**src/rtl/dbg_seq_pkg.sv**
```systemverilog
package dbg_seq_pkg;

    localparam int NUM_CH   = 3;
    localparam int NUM_MID  = 3;
    localparam int CODE_W   = 3;
    localparam int STATE_W  = 3;
    localparam int CTL_W    = NUM_CH * NUM_MID * CODE_W;
    localparam logic [CODE_W-1:0] CODE_TO_FINAL = 3'd4;

    typedef enum logic [STATE_W-1:0] {
        ST_DISARMED = 3'd0,
        ST_ONE      = 3'd1,
        ST_TWO      = 3'd2,
        ST_THREE    = 3'd3,
        ST_FINAL    = 3'd4
    } seq_state_e;

endpackage

```
**src/rtl/dbg_ctl_select.sv**
```systemverilog
// Picks the per-channel next-state codes that belong to the current intermediate state.
module dbg_ctl_select
    import dbg_seq_pkg::*;
#(
    parameter int N_CH  = NUM_CH,
    parameter int N_MID = NUM_MID,
    parameter int CW    = CODE_W,
    parameter int SW    = STATE_W
) (
    input  logic [SW-1:0]            state_i,
    input  logic [N_CH*N_MID*CW-1:0] ctl_i,
    output logic [N_CH*CW-1:0]       codes_o
);

    localparam int ROW_W = N_CH * CW;

    always_comb begin
        codes_o = '0;
        for (int s = 1; s <= N_MID; s++) begin
            if (state_i == SW'(s)) begin
                codes_o = ctl_i[(s-1)*ROW_W +: ROW_W];
            end
        end
    end

endmodule

```
**src/rtl/dbg_match_arbiter.sv**
```systemverilog
// Masks matches (activity, range mode) and picks one winner by priority.
module dbg_match_arbiter
    import dbg_seq_pkg::*;
#(
    parameter int N_CH = NUM_CH,
    parameter int CW   = CODE_W
) (
    input  logic                 active_i,
    input  logic                 range_mode_i,
    input  logic [N_CH-1:0]      match_i,
    input  logic [N_CH-1:0]      brk_en_i,
    input  logic [N_CH*CW-1:0]   codes_i,
    output logic                 win_valid_o,
    output logic                 win_final_o,
    output logic [CW-1:0]        win_code_o,
    output logic                 brk_hit_o
);

    logic [N_CH-1:0] m_eff;
    logic [N_CH-1:0] to_final;

    always_comb begin
        m_eff = active_i ? match_i : '0;
        if (range_mode_i) begin
            m_eff[1] = 1'b0;
            if (m_eff[0]) begin
                m_eff[2] = 1'b0;
            end
        end
    end

    genvar g;
    generate
        for (g = 0; g < N_CH; g++) begin : g_lead
            assign to_final[g] = m_eff[g] &
                                 ((codes_i[g*CW +: CW] == CODE_TO_FINAL) | brk_en_i[g]);
        end
    endgenerate

    always_comb begin
        win_valid_o = |m_eff;
        win_final_o = |to_final;
        win_code_o  = '0;
        if (|to_final) begin
            win_code_o = CODE_TO_FINAL;
        end else begin
            for (int i = N_CH - 1; i >= 0; i--) begin
                if (m_eff[i]) begin
                    win_code_o = codes_i[i*CW +: CW];
                end
            end
        end
    end

    assign brk_hit_o = |(m_eff & brk_en_i);

endmodule

```
**src/rtl/dbg_seq_fsm.sv**
```systemverilog
// State register, armed register and registered trace / breakpoint outputs.
module dbg_seq_fsm
    import dbg_seq_pkg::*;
#(
    parameter int CW = CODE_W,
    parameter int SW = STATE_W
) (
    input  logic           clk,
    input  logic           rst_n,
    input  logic           arm_set_i,
    input  logic           arm_clr_i,
    input  logic           sw_trig_i,
    input  logic           trace_en_i,
    input  logic           win_valid_i,
    input  logic           win_final_i,
    input  logic [CW-1:0]  win_code_i,
    input  logic           brk_hit_i,
    output logic [SW-1:0]  state_o,
    output logic           in_mid_o,
    output logic           armed_o,
    output logic           trace_start_o,
    output logic           brk_req_o
);

    seq_state_e state_q, state_d;
    logic       armed_q, armed_d;
    logic       trace_q, brk_q;

    assign in_mid_o = (state_q == ST_ONE) || (state_q == ST_TWO) || (state_q == ST_THREE);

    always_comb begin
        state_d = state_q;
        armed_d = armed_q;
        unique case (state_q)
            ST_DISARMED: begin
                if (arm_set_i) begin
                    state_d = ST_ONE;
                    armed_d = 1'b1;
                end
            end
            ST_ONE, ST_TWO, ST_THREE: begin
                if (sw_trig_i && armed_q) begin
                    state_d = ST_FINAL;
                end else if (win_valid_i) begin
                    if (win_final_i) begin
                        state_d = ST_FINAL;
                    end else if (win_code_i >= CW'(1) && win_code_i <= CW'(3)) begin
                        state_d = seq_state_e'(win_code_i);
                    end
                end
            end
            ST_FINAL: begin
                state_d = ST_DISARMED;
                armed_d = 1'b0;
            end
            default: begin
                state_d = ST_DISARMED;
                armed_d = 1'b0;
            end
        endcase
        if (arm_clr_i) begin
            state_d = ST_DISARMED;
            armed_d = 1'b0;
        end
    end

    // State register
    always_ff @(posedge clk or negedge rst_n) begin
        if (!rst_n) begin
            state_q <= ST_DISARMED;
            armed_q <= 1'b0;
        end else begin
            state_q <= state_d;
            armed_q <= armed_d;
        end
    end

    // Outputs
    always_ff @(posedge clk or negedge rst_n) begin
        if (!rst_n) begin
            trace_q <= 1'b0;
            brk_q   <= 1'b0;
        end else begin
            trace_q <= trace_en_i && (state_d == ST_FINAL) && (state_q != ST_FINAL);
            brk_q   <= brk_hit_i && (state_d == ST_FINAL);
        end
    end

    assign state_o       = state_q;
    assign armed_o       = armed_q;
    assign trace_start_o = trace_q;
    assign brk_req_o     = brk_q;

endmodule

```
**src/rtl/dbg_seq_core.sv**
```systemverilog
module dbg_seq_core
    import dbg_seq_pkg::*;
#(
    parameter int N_CH  = NUM_CH,
    parameter int N_MID = NUM_MID,
    parameter int CW    = CODE_W,
    parameter int SW    = STATE_W,
    localparam int CTLW = N_CH * N_MID * CW
) (
    input  logic            clk,
    input  logic            rst_n,
    input  logic            arm_set_i,
    input  logic            arm_clr_i,
    input  logic            sw_trig_i,
    input  logic            trace_en_i,
    input  logic            range_mode_i,
    input  logic [N_CH-1:0] brk_en_i,
    input  logic [N_CH-1:0] match_i,
    input  logic [CTLW-1:0] next_ctl_i,
    output logic [SW-1:0]   state_o,
    output logic            armed_o,
    output logic            trace_start_o,
    output logic            brk_req_o
);

    logic [N_CH*CW-1:0] codes;
    logic               in_mid;
    logic               win_valid, win_final, brk_hit;
    logic [CW-1:0]      win_code;

    dbg_ctl_select #(.N_CH(N_CH), .N_MID(N_MID), .CW(CW), .SW(SW)) u_sel (
        .state_i (state_o),
        .ctl_i   (next_ctl_i),
        .codes_o (codes)
    );

    dbg_match_arbiter #(.N_CH(N_CH), .CW(CW)) u_arb (
        .active_i     (in_mid),
        .range_mode_i (range_mode_i),
        .match_i      (match_i),
        .brk_en_i     (brk_en_i),
        .codes_i      (codes),
        .win_valid_o  (win_valid),
        .win_final_o  (win_final),
        .win_code_o   (win_code),
        .brk_hit_o    (brk_hit)
    );

    dbg_seq_fsm #(.CW(CW), .SW(SW)) u_fsm (
        .clk           (clk),
        .rst_n         (rst_n),
        .arm_set_i     (arm_set_i),
        .arm_clr_i     (arm_clr_i),
        .sw_trig_i     (sw_trig_i),
        .trace_en_i    (trace_en_i),
        .win_valid_i   (win_valid),
        .win_final_i   (win_final),
        .win_code_i    (win_code),
        .brk_hit_i     (brk_hit),
        .state_o       (state_o),
        .in_mid_o      (in_mid),
        .armed_o       (armed_o),
        .trace_start_o (trace_start_o),
        .brk_req_o     (brk_req_o)
    );

endmodule

```
**config.mk**
```make
export PLATFORM = sky130hd
export DESIGN_NAME = dbg_seq_core
export DESIGN_NICKNAME = d
export VERILOG_FILES = /design/src/rtl/dbg_seq_pkg.sv /design/src/rtl/dbg_ctl_select.sv /design/src/rtl/dbg_match_arbiter.sv /design/src/rtl/dbg_seq_fsm.sv /design/src/rtl/dbg_seq_core.sv
export SDC_FILE = /design/constraint.sdc
export NUM_CORES = 1
export LEC_CHECK = 0
export BUFFER_PORTS_ARGS = -buffer_cell sky130_fd_sc_hd__clkbuf_2
export CORE_UTILIZATION = 44
export CTS_BUF_LIST = sky130_fd_sc_hd__clkbuf_16
export DETAILED_ROUTE_END_ITERATION = 10
export PLACE_DENSITY = 0.81
export SLEW_MARGIN = 0
export SYNTH_ARGS = -nofsm -noshare
export SYNTH_HDL_FRONTEND = slang
export SYNTH_SLANG_ARGS = --single-unit
```
**constraint.sdc**
```tcl
create_clock -name clk -period 3.32 [get_ports clk]
set_clock_uncertainty 0.2 [all_clocks]
set_input_delay 0.166 -clock clk [delete_from_list [all_inputs] [get_ports clk]]
set_output_delay 0.166 -clock clk [all_outputs]
set_load 0.01 [all_outputs]
```
==> impl_metrics.ini, run 1 <==
[grt]
grt_pass1_vias = 679
antenna_found_initial = 0
grt_overflow_total = 0
grt_pass1_wl_um = 2730
grt_start_max_net_pins = 18
grt_usage_pct = 23.9

[power]
pwr-share-seq_pct = 23.6
peakVddDrop_uv = 420
p_per_area_nw_per_um2 = 373
p_comb_share_pct = 24.8
leakagePower_nw = 0.481
clockPowerShare_pct = 51.6
internal_power_mw = 0.282
sw_frac_of_total_pct = 24.6
switching_power_mw = 0.0920

[sta]
relSlewSlack_pct = 57.9
worstMarginPinSlew_ns = 0.630
min_period_ns = 2.65
finalSetupViolCount = 0
tns_ns = 0
slew_violations = 0
setup_ws_ns = 0.674
hold_viol_final = 0
finalCritPeriodShare_pct = 79.7
max_freq_mhz = 378
rsz0062_at_grt = no

[logic_synthesis]
yosys-top-cells-area = dfrtp_1 22%, mux2_2 9.9%, a22oi_1 6.6%, a22o_1 5.2%, o311ai_2 4.8%
synth_edf_count = 0
netlist_instances = 72
seq_area_frac_synth_pct = 22.1
synth_xor_xnor_area_share_pct = 0
synth_top_cell_area_share_pct = 22.1
yosysTopAreaCell = dfrtp_1
syn_area_um2 = 679
yosys_most_used_dff = dfrtp_1
synth_seq_cells = 6
syn_avg_cell_area_um2 = 9.44
synth-simple-area-share_pct = 24.1
synth_warnings = 0
async_flop_share_pct = 100
syn_nets = 112
synth_top_family_by_area = compound AO/OA/AOI/OAI gates
synth-adder-area-share_pct = 0
synth_mux_area_share_pct = 16.0
synth_compound_area_share_pct = 33.9
ys_types = 30

[route]
avgRoutedWirePerCell_um = 13.3
ant_nets = 0
vias = 772
drt_pass1_iterations = 4
drc_errors = 0
wl_um = 1800
drt_iter0_markers = 10
vias_per_cell = 5.72

[setup_path]
crit_arrival_ns = 2.56
r2r_setup_slack_ns = 0.67
path_max_fanout = 15
r2r_start = u_fsm.state_o[1]
r2r_cells = 6
critPathLaunchType = flop
worst-setup-path-type = flop to flop
required_ns = 3.23
r2r_end = u_fsm.state_o[0]
end_kind = flop

[cts]
cts_sinks = 6
cts_buffers = 3
cts_setup_buffers = 0
cts_max_path_buffers = 2
cts_root_buffer = clkbuf_16
clk_pin_slew_worst_paths_ns = 0.03
cts_tree = yes
clock_latency_ns = 0.23
htreeDepth = 1

[die]
fp.coreArea_um2 = 1370
die_area_um2 = 1710
initial_core_util_pct = 49.7
die_x_um = 41.3
ios = 46
row_count = 13
die-height_um = 41.3

[status]
outcome = finished clean

[finish]
mostFrequentLayoutCell = clkbuf_2
nets = 162
area_delta_synth_final_pct = 47.5
num_antenna_cells = 0
drive_above_1_share_pct = 52.5
most-common-layout-cells = 45 x clkbuf_2, 6 x a22oi_1, 6 x mux2_2, 6 x dfrtp_1

[job]
maxCapViolCount = 0

[hold_path]
hold_depth = 3
hold_path_class = input port to flop
hp-start = arm_set_i
whs_endpoint = u_fsm.armed_o

[placement]
io_buffers = 45
gp_congestion = 0.909
hpwl_um = 1410
pre_cts_ws_ns = 0.683
==> per-layer routing <==
| layer | global-route usage [%] | wire, um | up-vias | part of all wire (%) |
|---|---|---|---|---|
| li1 | - | - | 388 | - |
| met1 | 31.1 | 820 | 351 | 46 |
| met2 | 39.5 | 878 | 33 | 49 |
| met3 | 7.45 | 98 | 0 | 5.5 |
| met4 | 3.23 | 0 | 0 | 0 |
| met5 | 0 | 0 | - | 0 |
==> critical path, stage by stage (launching register included) <==
cell	delay, ns
dfrtp_1	0.70
nor2b_1	0.60
a22oi_1	0.17
or2_1	0.30
o31ai_1	0.27
o211ai_1	0.10
and3_1	0.19
==> flip-flops by register name (all words and copies together), names as in the netlist <==
signal	cells
u_fsm.state_o	3
u_fsm.armed_o	1
u_fsm.brk_req_o	1
u_fsm.trace_start_o	1
==> cells in the mapped netlist, types with 2 or more instances <==
cell / number
a21oi_1: 3
a22o_1: 4
a22oi_1: 6
and3_1: 5
buf_6: 2
dfrtp_1: 6
mux2_2: 6
mux2_4: 2
nand2_1: 3
nand2b_1: 2
nand4_1: 2
nor2_1: 5
nor2b_1: 4
nor3_1: 3
o211ai_1: 2
o311ai_2: 2
o31ai_1: 2
==> how the worst max path moves through the flow <==
stage | end | depth (start not counted) | slack, ns | from
global route | u_fsm.state_o[0] | 6 | 0.53 | u_fsm.state_o[1]
floorplan | u_fsm.state_o[0] | 7 | 1.23 | u_fsm.state_o[1]
global placement | u_fsm.state_o[0] | 6 | 0.81 | u_fsm.state_o[1]
detailed placement | u_fsm.state_o[0] | 6 | 0.68 | u_fsm.state_o[1]
finish | u_fsm.state_o[0] | 6 | 0.67 | u_fsm.state_o[1]
CTS | u_fsm.state_o[0] | 6 | 0.67 | u_fsm.state_o[1]
==> power groups by stage <==
stage	combinational, mW	sequential (mW)	clock, mW
after floorplan	0.0540	0.0852	0
after global placement	0.0873	0.0881	0
after detailed placement	0.0888	0.0887	0
after CTS	0.0922	0.0879	0.198
after global routing	0.103	0.0893	0.202
final	0.0927	0.0881	0.193
==> timing repair <==
action,4_1_cts,5_1_grt
endpoints found under the hold margin,10,0
resized for setup,0,0
hold buffers,3,0
==> per-stage QoR <==
stage                     cells  power (mW)  instance area [um2]  hold slack (ns)  util [%]
after detailed placement    129       0.178                  897           -0.198      65.7
after global routing        135       0.394                 1000           0.0645      73.4
after CTS                   135       0.378                 1000           0.0361      73.4
after floorplan              72       0.139                  679           -0.330         -
final                       135       0.374                 1000           0.0373      73.4
after global placement      129       0.175                  897           -0.206      65.7
==> kinds of logic after synthesis <==
logic type	after synthesis
DFF	6
buffers and inverters	3
AOI/OAI and AO/OA	26
muxes	9
and+or+nand+nor	28
==> layout make-up <==
type,count,area (um2)
multi-input cells,63,503
well taps,15,18.8
clock buffers,3,75.1
repair buffers,48,255
fillers,112,364
flip-flops and latches,6,150
No activity file was read; power rests on OpenSTA's default activity.
==> inputs of run 2 (changes only) <==
Settings changed: CORE_UTILIZATION 44 to 37, PLACE_DENSITY 0.81 to 0.72.
Clock period 3.32 ns to 2.2 ns, I/O delays scaled along.
==> run 2 against run 1 <==
  * Sequential power rose by 41%
  * Hold slack got worse by 0.0053 ns
  * Worst setup slack got worse by 0.64 ns
  * Count of clock-buffer cells in the layout did not move
  * Power rose by 62%
  * Largest cell class unchanged
==> impl_metrics.ini, run 2 (synthesis results as in run 1) <==
[route]
drt_iter0_markers = 25
drc_errors = 0
vias = 837
vias_per_cell = 5.44
wl_um = 2130
avgRoutedWirePerCell_um = 13.8
drt_pass1_iterations = 4
ant_nets = 0

[finish]
mostFrequentLayoutCell = clkbuf_2
drive_above_1_share_pct = 59.7
most-common-layout-cells = 45 x clkbuf_2, 7 x buf_4, 6 x mux2_2
num_antenna_cells = 0
area_delta_synth_final_pct = 65.7
final_area_um2 = 1130
largest_reg_flops = 3
final_core_util_pct = 65.2
nets = 171

[grt]
grt_pass1_wl_um = 2990
grt_pass1_vias = 732
grt_overflow_total = 0
grt_start_max_net_pins = 12
antenna_found_initial = 0
grt_usage_pct = 20.5

[power]
clockPowerShare_pct = 49.3
sw_frac_of_total_pct = 26.2
switching_power_mw = 0.159
p_per_area_nw_per_um2 = 539
totalPowerFinal_mw = 0.607
p_comb_share_pct = 30.2
leakagePower_nw = 0.539
peakVddDrop_uv = 663
pwr-share-seq_pct = 20.4
internal_power_mw = 0.448

[placement]
io_buffers = 45
pre_cts_ws_ns = 0.0631
dpl_cell_area_um2 = 962
gp_congestion = 0.821
hpwl_um = 1590

[setup_path]
end_kind = flop
crit_arrival_ns = 2.08
critical_path.top_delay_family = compound AO/OA/AOI/OAI gates
critical_path.max_stage_delay_ns = 0.43
required_ns = 2.11
critPathLaunchType = flop
crit_buf_inv = 1
path_max_fanout = 5
worst-setup-path-type = flop to flop
slowest_stage = dfrtp_2
path_cells = buf_4 -> o21ba_2 -> and3_1 -> a221oi_2 -> and3_4 -> o311ai_4 -> o21a_1

[sta]
finalCritPeriodShare_pct = 98.3
finalSetupViolCount = 0
worstMarginPinSlew_ns = 0.355
slew_violations = 0
setup_ws_ns = 0.0369
max_freq_mhz = 462
min_period_ns = 2.16
hold_viol_final = 0
relSlewSlack_pct = 76.1

[status]
outcome = finished clean

[cts]
cts_root_buffer = clkbuf_16
cts_tree = yes
cts_sinks = 6
cts_max_path_buffers = 2
clk_pin_slew_worst_paths_ns = 0.03
htreeDepth = 1
cts_buffers = 3
clock_latency_ns = 0.23

[die]
initial_core_util_pct = 39.3
ios = 46
fp.coreArea_um2 = 1730
die_x_um = 44.9
die-height_um = 44.9
die_area_um2 = 2010
row_count = 15

[hold_path]
hold_path_class = input port to flop

[job]
maxCapViolCount = 0
[run 2: path summary, 6_finish.rpt]
kind,cells after the start,startpoint,slack (ns),end
hold / removal,4,sw_trig_i,0.03,u_fsm.state_o[1]
setup / recovery,7,u_fsm.state_o[1],0.04,u_fsm.state_o[2]
max in group asynchronous,2,rst_n,1.57,u_fsm.state_o[1]
min in group asynchronous,2,rst_n,0.05,u_fsm.state_o[0]
hold reg to reg,1,u_fsm.state_o[2],0.37,u_fsm.armed_o
setup reg to reg,7,u_fsm.state_o[1],0.04,u_fsm.state_o[2]
[run 2: power groups by stage]
stage / combinational (mW) / sequential [mW] / clock, mW
global placement: 0.154 / 0.125 / 0
finish: 0.184 / 0.124 / 0.300
detailed placement: 0.159 / 0.125 / 0
CTS: 0.166 / 0.124 / 0.297
global route: 0.197 / 0.125 / 0.311
floorplan: 0.0816 / 0.129 / 0
[run 2: worst min-delay path, cell delays in order]
cell	delay, ns
clkbuf_2	0.08
nand2_1	0.10
o311ai_4	0.10
nor4_2	0.04
[run 2: metrics by stage]
step	hold slack (ns)	instances	TNS, ns
after detailed placement	-0.251	146	0
after CTS	0.0268	153	0
after global routing	0.0387	154	-0.0113
final	0.0321	154	0
after floorplan	-0.386	72	0
after global placement	-0.261	146	0
[run 2: what timing repair did]
| item | in CTS | in global routing |
|---|---|---|
| gates resized for setup | 0 | 8 |
| hold endpoints to repair | 10 | 0 |
| hold buffers | 4 | 0 |
| setup buffers | 0 | 1 |
| setup endpoints to repair | 0 | 4 |
[run 2: per-layer routing]
layer / share of wire (%) / wire length [um] / GRT usage, % / vias up
li1: - / - / - / 407
met1: 43 / 923 / 25.5 / 388
met2: 50 / 1070 / 35.6 / 38
met3: 5.7 / 121 / 6.00 / 4
met4: 0.61 / 13 / 3.64 / 0
met5: 0 / 0 / 0 / -
[run 2: layout make-up]
cell class                 count  area [um2]
sequential                     6         151
multi-input combinational     63         539
timing repair buffer          57         329
tap                           25        31.3
fill                         156         601
clock buffer                   3        75.1
==> inputs of run 3 (changes only) <==
Settings changed: CORE_UTILIZATION 37 to 40, PLACE_DENSITY 0.72 to 0.74.
Clock period 2.2 ns to 2.1 ns, I/O delays scaled along.
==> run 3 against run 2 <==
  * The flow now finishes with violations (setup timing)
  * Non-clock buffer count up 9
  * Worst setup slack worse by 0.079 ns
  * First-iteration DRC count up 32%
  * Combinational power up 25%
  * Clock power up 5%
  * Sequential share of layout area down 0.97 points
  * Utilization up 14 points
  * Register-to-register slack worse by 0.08 ns
  * Hold slack better by 0.017 ns
  * Global-route usage up 9.0 points
  * Final cell count unchanged
  * Highest routed layer unchanged
==> impl_metrics.ini, run 3 (synthesis results as in run 1) <==
[cts]
cts_tree = yes
clock_latency_ns = 0.23
cts_sinks = 6
cts_buffers = 3
clk_pin_slew_worst_paths_ns = 0.04
cts_max_path_buffers = 2
cts_root_buffer = clkbuf_16
htreeDepth = 1

[finish]
most-common-layout-cells = 45 x clkbuf_2, 14 x buf_4, 6 x mux2_2, 5 x dfrtp_1
drive_above_1_share_pct = 65.2
nets = 180
largest_reg_flops = 3
multi_input_area_um2 = 563
nFillCells = 106
area_delta_synth_final_pct = 78.6
final_core_util_pct = 78.7
finalNonFillerCells = 154
num_antenna_cells = 0
ff_latch_area_um2 = 151
mostFrequentLayoutCell = clkbuf_2

[setup_path]
end_kind = flop
path_max_fanout = 6
r2r_start = u_fsm.state_o[1]
worst-setup-path-type = flop to flop
required_ns = 2.02
cp-startpoint = u_fsm.state_o[1]
r2r_cells = 6
r2r_setup_slack_ns = -0.04
r2r_end = u_fsm.state_o[0]
critPathLaunchType = flop
crit_arrival_ns = 2.06

[route]
drt_iter0_markers = 33
vias_per_cell = 6.13
drt_pass1_iterations = 5
avgRoutedWirePerCell_um = 17.8
wl_um = 2750
drc_errors = 0
vias = 944
ant_nets = 0

[grt]
grt_pass1_vias = 908
antenna_found_initial = 0
grt_pass1_wl_um = 4040
grt_start_max_net_pins = 11
grt_overflow_total = 0
grt_usage_pct = 29.5

[sta]
setup_ws_ns = -0.0418
worstMarginPinSlew_ns = 0.468
finalCritPeriodShare_pct = 102
finalSetupViolCount = 4
relSlewSlack_pct = 68.6
rsz0062_at_grt = yes
min_period_ns = 2.14
slew_violations = 0
hold_viol_final = 0
max_freq_mhz = 467

[placement]
hpwl_um = 1750
placedCellCount = 142
io_buffers = 45
gp_congestion = 0.902

[power]
pwr-share-seq_pct = 19.6
switching_power_mw = 0.188
p_per_area_nw_per_um2 = 560
leakagePower_nw = 0.580
sw_frac_of_total_pct = 27.7
internal_power_mw = 0.491
p_comb_share_pct = 33.9
peakVddDrop_uv = 602
clockPowerShare_pct = 46.5

[die]
row_count = 14
ios = 46
die-height_um = 43.2
die_area_um2 = 1870
die_x_um = 43.2
fp.coreArea_um2 = 1540
initial_core_util_pct = 44.1

[status]
violations = setup timing
outcome = complete, but fails checks

[hold_path]
hold_path_class = input port to asynchronous set/reset pin

[job]
maxCapViolCount = 0
## run 3: changes by cell type in the layout (fill, tap and decap cells not counted), moves of 2 or more
cell / change
and3_1: -2
buf_6: +2
and3_4: +2
buf_4: +7
## run 3: routing by layer
metal / part of all wire (%) / vias to the layer above / track usage [%]
met3: 8.0 / 14 / 7.66
met5: 0 / - / 0
met2: 51 / 67 / 56.4
li1: - / 426 / -
met4: 4.7 / 0 / 6.67
met1: 37 / 437 / 31.5
## run 3: how the worst max path moves through the flow
stage | to | slack, ns | cells past startpoint
finish | u_fsm.state_o[0] | -0.04 | 6
floorplan | u_fsm.state_o[0] | 0.01 | 7
global placement | u_fsm.state_o[0] | 0.0003 | 7
global route | u_fsm.state_o[0] | -0.14 | 6
CTS | u_fsm.state_o[1] | -0.02 | 8
detailed placement | u_fsm.state_o[0] | -0.08 | 7
## run 3: final cells by class
cell class                 instances  share of cell area, %
multi-input combinational         63                   46.4
timing repair buffer              66                   33.3
clock buffer                       3                   6.19
tap                               16                   1.65
sequential                         6                   12.5
## run 3: critical path, stage by stage, from the launching register on
cell	delay, ns
dfrtp_2	0.41
buf_6	0.15
mux2_2	0.35
a22o_1	0.31
o31ai_1	0.32
o211ai_1	0.11
and3_1	0.16
## run 3: metrics by stage
stage	setup slack, ns	area [um2]	total power [mW]	TNS (ns)	hold WS, ns
3_3_place_gp	0.000277	988	0.302	0	-0.264
5_1_grt	-0.135	1210	0.699	-0.460	0.0674
2_1_floorplan	0.0149	679	0.220	0	-0.391
3_5_place_dp	-0.0782	988	0.310	-0.271	-0.263
6_report	-0.0418	1210	0.679	-0.145	0.0493
4_1_cts	-0.0159	1180	0.649	-0.0305	0.0390
## run 3: timing repair
action / CTS / global route
pin swaps: 5 / 3
setup endpoints to repair: 4 / 4
hold endpoints to repair: 10 / 0
hold buffers: 4 / 0
resized for setup: 12 / 4
setup buffers: 3 / 2
## run 3: power by group through the flow
stage	Sequential (mW)	Combinational (mW)	Clock [mW]
2_1_floorplan	0.135	0.0854	0
3_3_place_gp	0.131	0.171	0
3_5_place_dp	0.132	0.179	0
4_1_cts	0.132	0.208	0.309
5_1_grt	0.134	0.242	0.323
6_report	0.133	0.230	0.316
